`src/rtl/bnpc_pkg.sv`:
```
package bnpc_pkg;
  localparam int INSN_W = 32;

  typedef enum logic [3:0] {
    K_NONE,
    K_BNE_I,
    K_BEQ_I,
    K_BCLR,
    K_BSET,
    K_CALL,
    K_BL,
    K_JABS,
    K_RET,
    K_SRET,
    K_JREG
  } kind_e;

  localparam logic [5:0] OP_BNE_I = 6'b110000;
  localparam logic [5:0] OP_BEQ_I = 6'b110001;
  localparam logic [5:0] OP_BCLR  = 6'b110010;
  localparam logic [5:0] OP_BSET  = 6'b110011;
  localparam logic [5:0] OP_RET   = 6'b110100;
  localparam logic [5:0] OP_CALL  = 6'b110101;
  localparam logic [5:0] OP_XJMP  = 6'b110111;
  localparam logic [5:0] OP_BL    = 6'b111000;
  localparam logic [5:0] OP_JABS  = 6'b111001;
  localparam logic [5:0] SUB_JREG = 6'b110111;
  localparam logic [5:0] SUB_SRET = 6'b110110;
endpackage

```
`src/rtl/bnpc_decode.sv`:
```
module bnpc_decode
  import bnpc_pkg::*;
(
  input  logic [INSN_W-1:0] instr,
  output kind_e             kind,
  output logic [4:0]        reg_fld,
  output logic [4:0]        imm_fld,
  output logic [15:0]       off_fld,
  output logic [25:0]       abs_fld
);
  logic [5:0] major;
  logic [5:0] sub;

  assign major   = instr[31:26];
  assign sub     = instr[25:20];
  assign reg_fld = instr[25:21];
  assign imm_fld = instr[20:16];
  assign off_fld = instr[15:0];
  assign abs_fld = instr[25:0];

  always_comb begin
    kind = K_NONE;
    case (major)
      OP_BNE_I: kind = K_BNE_I;
      OP_BEQ_I: kind = K_BEQ_I;
      OP_BCLR:  kind = K_BCLR;
      OP_BSET:  kind = K_BSET;
      OP_RET:   kind = K_RET;
      OP_CALL:  kind = K_CALL;
      OP_BL:    kind = K_BL;
      OP_JABS:  kind = K_JABS;
      OP_XJMP: begin
        if (sub == SUB_JREG)      kind = K_JREG;
        else if (sub == SUB_SRET) kind = K_SRET;
        else                      kind = K_NONE;
      end
      default:  kind = K_NONE;
    endcase
  end
endmodule

```
`src/rtl/bnpc_cond.sv`:
```
module bnpc_cond
  import bnpc_pkg::*;
#(
  parameter int DATA_W = 32
) (
  input  kind_e             kind,
  input  logic [4:0]        reg_fld,
  input  logic [4:0]        imm_fld,
  input  logic [DATA_W-1:0] src_val,
  output logic              cond_true
);
  logic [DATA_W-1:0] imm_ext;
  logic              sel_bit;
  logic              is_jump;

  assign imm_ext = DATA_W'(imm_fld);
  assign sel_bit = src_val[imm_fld];
  assign is_jump = (reg_fld == 5'd0) && (imm_fld == 5'd0);

  always_comb begin
    case (kind)
      K_BNE_I: cond_true = (src_val != imm_ext);
      K_BEQ_I: cond_true = (src_val == imm_ext);
      K_BCLR:  cond_true = is_jump || !sel_bit;
      K_BSET:  cond_true = sel_bit;
      K_CALL, K_BL, K_JABS, K_RET, K_SRET, K_JREG: cond_true = 1'b1;
      default: cond_true = 1'b0;
    endcase
  end
endmodule

```
`src/rtl/bnpc_target.sv`:
```
module bnpc_target
  import bnpc_pkg::*;
#(
  parameter int PC_W   = 32,
  parameter int DATA_W = 32
) (
  input  kind_e             kind,
  input  logic [PC_W-1:0]   pc,
  input  logic [15:0]       off_fld,
  input  logic [25:0]       abs_fld,
  input  logic [PC_W-1:0]   lr_val,
  input  logic [DATA_W-1:0] src_val,
  output logic [PC_W-1:0]   target
);
  localparam int OFF_PAD = PC_W - 16;
  localparam int ABS_PAD = PC_W - 26;

  function automatic logic [PC_W-1:0] rel_tgt(logic [PC_W-1:0] base, logic [15:0] off);
    return base + {{OFF_PAD{off[15]}}, off};
  endfunction

  function automatic logic [PC_W-1:0] abs_tgt(logic [25:0] fld);
    return {{ABS_PAD{1'b0}}, fld};
  endfunction

  always_comb begin
    case (kind)
      K_BNE_I, K_BEQ_I, K_BCLR, K_BSET: target = rel_tgt(pc, off_fld);
      K_CALL, K_BL, K_JABS:             target = abs_tgt(abs_fld);
      K_RET, K_SRET:                    target = lr_val;
      K_JREG:                           target = src_val[PC_W-1:0];
      default:                          target = '0;
    endcase
  end
endmodule

```
`src/rtl/bnpc_unit.sv`:
```
module bnpc_unit
  import bnpc_pkg::*;
#(
  parameter int PC_W   = 32,
  parameter int DATA_W = 32
) (
  input  logic              clk,
  input  logic              rst_n,
  input  logic              step,
  input  logic [PC_W-1:0]   pc,
  input  logic [INSN_W-1:0] instr,
  input  logic [DATA_W-1:0] src_val,
  input  logic [PC_W-1:0]   lr_val,
  output logic [PC_W-1:0]   next_pc,
  output logic              taken,
  output logic              link_we,
  output logic [PC_W-1:0]   link_data
);
  kind_e           kind;
  logic [4:0]      reg_fld;
  logic [4:0]      imm_fld;
  logic [15:0]     off_fld;
  logic [25:0]     abs_fld;
  logic            cond_true;
  logic [PC_W-1:0] target;

  logic            pend_q;
  logic [PC_W-1:0] tgt_q;
  logic            arm_evt;
  logic            slot_evt;
  logic            is_link;

  bnpc_decode u_dec (
    .instr   (instr),
    .kind    (kind),
    .reg_fld (reg_fld),
    .imm_fld (imm_fld),
    .off_fld (off_fld),
    .abs_fld (abs_fld)
  );

  bnpc_cond #(.DATA_W(DATA_W)) u_cond (
    .kind      (kind),
    .reg_fld   (reg_fld),
    .imm_fld   (imm_fld),
    .src_val   (src_val),
    .cond_true (cond_true)
  );

  bnpc_target #(.PC_W(PC_W), .DATA_W(DATA_W)) u_tgt (
    .kind    (kind),
    .pc      (pc),
    .off_fld (off_fld),
    .abs_fld (abs_fld),
    .lr_val  (lr_val),
    .src_val (src_val),
    .target  (target)
  );

  assign slot_evt  = step && pend_q;
  assign arm_evt   = step && !pend_q && cond_true;
  assign is_link   = (kind == K_CALL) || (kind == K_BL);

  assign taken     = arm_evt;
  assign link_we   = arm_evt && is_link;
  assign link_data = pc + PC_W'(2);
  assign next_pc   = pend_q ? tgt_q : pc + PC_W'(1);

  always_ff @(posedge clk) begin
    if (!rst_n) begin
      pend_q <= 1'b0;
      tgt_q  <= '0;
    end else if (slot_evt) begin
      pend_q <= 1'b0;
    end else if (arm_evt) begin
      pend_q <= 1'b1;
      tgt_q  <= target;
    end
  end
endmodule

```
`config.mk`:
```
export PLATFORM = sky130hd
export DESIGN_NAME = bnpc_unit
export DESIGN_NICKNAME = d
export VERILOG_FILES = /design/src/rtl/bnpc_pkg.sv /design/src/rtl/bnpc_decode.sv /design/src/rtl/bnpc_cond.sv /design/src/rtl/bnpc_target.sv /design/src/rtl/bnpc_unit.sv
export SDC_FILE = /design/constraint.sdc
export NUM_CORES = 1
export LEC_CHECK = 0
export ABC_AREA = 1
export ABC_CLOCK_PERIOD_IN_PS = 2700
export BUFFER_PORTS_ARGS = -buffer_cell sky130_fd_sc_hd__clkbuf_2
export CAP_MARGIN = 20
export CORE_MARGIN = 1
export CORE_UTILIZATION = 53
export CTS_CLUSTER_SIZE = 25
export DETAILED_ROUTE_END_ITERATION = 8
export PLACE_DENSITY = 0.86
export SLEW_MARGIN = 20
export SYNTH_ARGS = -nofsm -noshare
export SYNTH_HDL_FRONTEND = slang
export SYNTH_SLANG_ARGS = --single-unit
```
`constraint.sdc`:
```
create_clock -name clk -period 2.7 [get_ports clk]
set_clock_uncertainty 0.15 [all_clocks]
set_input_delay 0.405 -clock clk [delete_from_list [all_inputs] [get_ports clk]]
set_output_delay 0.405 -clock clk [all_outputs]
set_load 0.1 [all_outputs]
```
; Word level (Yosys, flattened, before mapping)
; Index checks and enable logic that the tools add are counted.
[op_classes]
n_reduce_logical = 17
muxes = 8
n_bitwise = 2
n_lt_le_gt_ge = 1
n_eq_ne = 23
addsub = 3
[op_table]
columns = op, n
row1 = case mux 32 bit (4 select lines), 1
row2 = equality test 6 bit (second input constant), 11
row3 = case mux 4 bit (9 select lines), 1
row4 = adder 32 x 1 -> 32 bit (second input constant), 1
row5 = adder 32 x 2 -> 32 bit (second input constant), 1
row6 = adder 32 bit, 1
row7 = equality test 32 x 5 -> 1 bit, 1
row8 = 2-to-1 mux 32 bit, 1
row9 = inequality test 32 x 5 -> 1 bit, 1
row10 = equality test 4 x 3 -> 1 bit (second input constant), 4
row11 = equality test 4 bit (second input constant), 3
row12 = zero test 5 bit, 2
row13 = equality test 4 x 2 -> 1 bit (second input constant), 2
row14 = 2-to-1 mux 4 bit, 2
row15 = less-than comparator 5 x 6 -> 1 bit (second input constant), 1
row16 = OR reduction 6 bit, 1
row17 = binary-select mux 1 bit (select 5 bit), 1
row18 = logical AND 1 bit, 5
row19 = case mux 1 bit (5 select lines), 1
row20 = equality test 4 x 1 -> 1 bit (second input constant), 1
row21 = OR reduction 2 bit, 2
row22 = OR reduction 4 bit, 1
row23 = OR reduction 3 bit, 1
row24 = zero test 1 bit, 2
row25 = 4 further kinds, 6
[word_totals]
out_inout_bits = 66
in_bits = 131
ff_bits = 33
wordCells = 56

; Longest topological paths before layout
[depth]
ltp_word = 9
mapped_depth = 17
ltp_nobuf = 17

; Cells and area by module
; A second synthesis with hierarchy kept.
[unflattened]
cells_unflattened = 1391
hier_area_um2 = 7309.5
[by_module_without_submodules]
columns = module, cells_per_inst, n_inst, seq_area_each_um2, area_per_inst_um2
row1 = bnpc_target, 661, 1, 0.0, 3125.5
row2 = bnpc_unit, 496, 1, 660.6, 2887.8
row3 = bnpc_cond, 142, 1, 0.0, 703.2
row4 = bnpc_decode, 92, 1, 0.0, 593.1

; Least setup slack after synthesis
; Ideal clock, no wire load.
[synth_timing]
path_kind = input port to output port
start = in pc[1]
end = out next_pc[19]
n_path_buf = 0
path_slack_ns = -2.327
arrival_time_ns = 4.472
stages = 10
cell_sequence = ha_1 -> nand2_1 -> nor2_2 -> inv_1 -> nor2_1 -> nand4_1 -> nor2_1 -> xor2_1 -> nand2_1 -> a21oi_1
[synth_between]
elab_chain_cells = 2
[synth_rtl]
columns = element, line
row1 = start: declaration, bnpc_unit.sv:10  ; input logic [PC_W-1:0] pc,
row2 = adder 32 x 1 -> 32 bit, bnpc_unit.sv:67  ; assign next_pc = pend_q ? tgt_q : pc + PC_W'(1);
row3 = 2-to-1 mux 32 bit, bnpc_unit.sv:67
row4 = end: declaration, bnpc_unit.sv:14  ; output logic [PC_W-1:0] next_pc,
; No other way between the ends.

; Final worst setup path
[layout_timing]
start = in pc[18]
end = out link_data[29]
[layout_between]
elab_chain_cells = 1
[layout_rtl]
columns = element, line
row1 = adder 32 x 2 -> 32 bit, bnpc_unit.sv:66  ; assign link_data = pc + PC_W'(2);
row2 = end: declaration, bnpc_unit.sv:17  ; output logic [PC_W-1:0] link_data
; No other way between the ends.

==> key figures <==
Outcome
  – Outcome: finished with violations
  – Failing checks: DRC, setup timing

Worst hold path
  – Hold Path Depth: 2
  – Hold_sp: tgt_q[0]
  – Hold Path End: tgt_q[0]
  – Hold/Removal Path Class: flip-flop to flip-flop

Synth
  – Seq/Total Area, Yosys: 10.8%
  – Syn avg cell area: 5.33 um^2
  – Top FF cell, synth: dfxtp_1
  – Gate Count Post-Synth: 1153
  – Post-synth ARST share: 0%
  – Synth Register Bits: 33
  – Count of unique library cells instantiated by Yosys: 43
  – Syn. warnings: 0
  – Syn nets: 1318
  – Post-synth EDFFs: 0
  – Mapped cell area: 6140 um^2

Timing
  – Shortest period the worst path allows: 3.07 ns
  – Period utilization: 114%
  – Relative slew slack: 56.6%
  – Final Hold Viols: 0
  – Fmax: 325 MHz
  – Final setup margin: -0.374 ns
  – Count of final setup violators: 16
  – Slew Limit Fails: 0
  – Worst Tran Pin Value: 0.651 ns

Worst setup path
  – Kind of critical path: input port to primary output
  – Crit-path leading delay family: simple AND/OR/NAND/NOR gates
  – Element type at the critical path end: primary output
  – Data required, critical path: 2.14 ns
  – Most used cell, CP: inv_1
  – CP Cell Sequence: clkbuf_2 > nand2_1 > nor3_1 > inv_1 > nor2_2 > inv_1 > nor2_1 > nand3_1 > xor2_2 > buf_12
  – FF-to-FF setup slack: 0.76 ns
  – Worst-path maximum fanout: 3
  – Peak per-stage delay on the critical path: 0.30 ns
  – Reg2reg end: tgt_q[5]
  – Worst path arrival time: 2.52 ns
  – Worst Path Buf+Inv: 4
  – R2r worst-path depth: 6
  – RR Startpoint: pend_q
  – Worst setup SP type: input port
  – Worst path slowest cell: nor3_1

Placed design
  – Hpwl dp: 22.3 mm
  – Final RePlAce weighted congestion: 1.06
  – Count of input and output buffers: 196
  – Placed insts: 1548

Finish
  – Layout cells sized above 1: 29.7%
  – Synthesis-to-finish area growth: 58.0%
  – Post-layout util: 87.6%
  – Most common cell after layout, fill and taps aside: nand2_1
  – # fillers: 591
  – Nets@finish: 1582
  – Finished Layout Cells: 1557
  – Antenna cells: 0
  – Commonest non-fill, non-tap cells in the layout: nand2_1, nor2_1, inv_1, clkbuf_2, buf_4

Routing
  – Routed WL: 30.7 mm
  – Via count: 9813
  – DRT antenna net count: 0
  – Vias per inst: 6.30
  – # DRC: 2
  – WL per Instance: 19.7 um
  – First-iteration detailed-routing DRC count: 1438
  – First-pass iteration count of the detailed router: 9

Die
  – Row cnt: 38
  – Initial Utilization: 55.5%
  – Die W: 110 um
  – Die Footprint: 12000 um^2
  – I/O Pins: 197
  – CORE AREA: 11100 um^2
  – DIE HEIGHT: 110 um

CTS
  – Clock slew at reported path FFs: 0.05 ns
  – CTS tree: built
  – Num CTS Buffers: 5
  – H-tree depth: 2
  – Clk Tree Root Cell: clkbuf_16
  – TritonCTS Sinks: 33
  – Max Root-Sink Buffers: 2
  – Clock latency on the worst-skew pair: 0.27 ns

Power and ir drop
  – Switching power: 0.00150 W
  – Flop pwr share: 17.3%
  – Cell Pwr Density: 311 nW/um^2
  – Power Total: 0.00302 W
  – Switch share: 49.7%
  – Clk network pwr share: 18.6%
  – Combinational Power Share: 64.1%
  – Leak Pwr: 4.75 nW
  – VDD IR max: 315 uV
  – Int Power: 0.00152 W

Job
  – Maxcap violations: 0

Global routing
  – Global route overflow: 0
  – First-pass GRT wire length: 42.6 mm
  – Number of global-route vias before repair: 8748
  – Antenna violations before repair: 1
  – Pin count of the biggest net entering global routing: 39
  – All-Layer GR Usage: 45.7%
-- synthesized netlist by cell type, types with 2 or more instances --
| library cell | instances | area share, % |
|---|---|---|
| o22ai_1 | 4 | 0.41 |
| o311ai_0 | 2 | 0.29 |
| buf_2 | 5 | 0.41 |
| nand2_1 | 323 | 20 |
| o211ai_1 | 5 | 0.61 |
| nand3_1 | 88 | 7.2 |
| o21ai_0 | 58 | 4.7 |
| o21a_1 | 3 | 0.37 |
| buf_4 | 6 | 0.73 |
| o21ai_1 | 2 | 0.16 |
| nor3_1 | 25 | 2.0 |
| xor2_1 | 38 | 5.4 |
| nor4_1 | 17 | 1.7 |
| ha_1 | 33 | 6.7 |
| inv_1 | 145 | 8.9 |
| xnor2_1 | 14 | 2.0 |
| buf_6 | 2 | 0.37 |
| clkbuf_1 | 23 | 1.4 |
| a22o_1 | 4 | 0.57 |
| o21bai_1 | 8 | 0.98 |
| inv_2 | 2 | 0.12 |
| o31ai_1 | 3 | 0.37 |
| o2bb2ai_1 | 2 | 0.29 |
| nand4_1 | 16 | 1.6 |
| buf_1 | 2 | 0.12 |
| nor2_1 | 183 | 11 |
| nand3b_1 | 7 | 0.86 |
| or2_2 | 4 | 0.41 |
| a31oi_1 | 2 | 0.20 |
| a21oi_1 | 64 | 5.2 |
| dfxtp_1 | 33 | 11 |
| a221oi_1 | 4 | 0.57 |
| a21boi_0 | 4 | 0.49 |
| a22oi_1 | 13 | 1.6 |
-- area by class of cell --
class,instances,area [um^2],area share [%]
clock buffer,6,139,1.43
clock inverter,1,7.51,0.0773
inverter,148,562,5.79
multi-input combinational,934,5530,56.9
sequential,33,662,6.82
tap,140,175,1.80
timing repair buffer,295,2640,27.2
-- kinds of logic after synthesis --
kind of cell,after synthesis,share of synthesized area [%]
and+or+nand+nor,668,45.6
xor gates and xnor gates,52,7.41
buffers and inverters,186,12.1
DFF,33,10.8
AOI/OAI and AO/OA,180,17.1
adders and majority gates,34,7.05
-- worst max-delay path by stage --
stage,start,endpoint,slack (ns),depth (start not counted)
3_3_place_gp,pc[0],tgt_q[18],-0.08,18
6_report,pc[18],link_data[29],-0.37,10
3_5_place_dp,pc[0],tgt_q[18],-0.19,18
5_1_grt,pc[18],next_pc[29],-0.57,12
4_1_cts,pc[15],link_data[24],0.006,9
2_1_floorplan,pc[1],next_pc[19],-0.46,10
-- per-layer routing --
layer	track usage [%]	vias to the layer above	part of all wire, %
met3	7.11	276	15
met2	77.9	1001	44
met5	0	-	0
met1	54.7	4262	33
li1	-	4274	-
met4	25.7	0	7.8
-- per-stage QoR --
step	setup TNS, ns	area (um^2)	hold slack [ns]	setup slack (ns)
after CTS	0	9550	0.329	0.00590
after floorplan	-2.13	6780	0.290	-0.461
final	-1.63	9710	0.340	-0.374
after detailed placement	-1.62	9350	0.312	-0.194
after global placement	-0.125	9350	0.299	-0.0820
after global routing	-3.56	9710	0.351	-0.574
-- tightest hold or removal path, stage by stage (launching register included) --
cell and delay, ns:
dfxtp_1 0.33, nor2_1 0.06, nor2_1 0.07
-- state kept, by name, indices dropped and copies added (netlist names) --
name    cells
tgt_q      32
pend_q      1
-- what timing repair did --
action | CTS | global route
endpoints found under the setup margin | 8 | 38
pin swaps | 2 | 8
hold buffers | 0 | 0
setup buffers | 1 | 1
resized for setup | 12 | 45
-- power by group through the flow --
stage / sequential, W / combinational [W] / clock (W)
after floorplan: 0.000523 / 0.00115 / 0
after global placement: 0.000528 / 0.00179 / 0
after detailed placement: 0.000530 / 0.00184 / 0
after CTS: 0.000520 / 0.00185 / 0.000557
after global routing: 0.000523 / 0.00203 / 0.000578
final: 0.000523 / 0.00194 / 0.000561
Power figures use the tool's default switching activity.
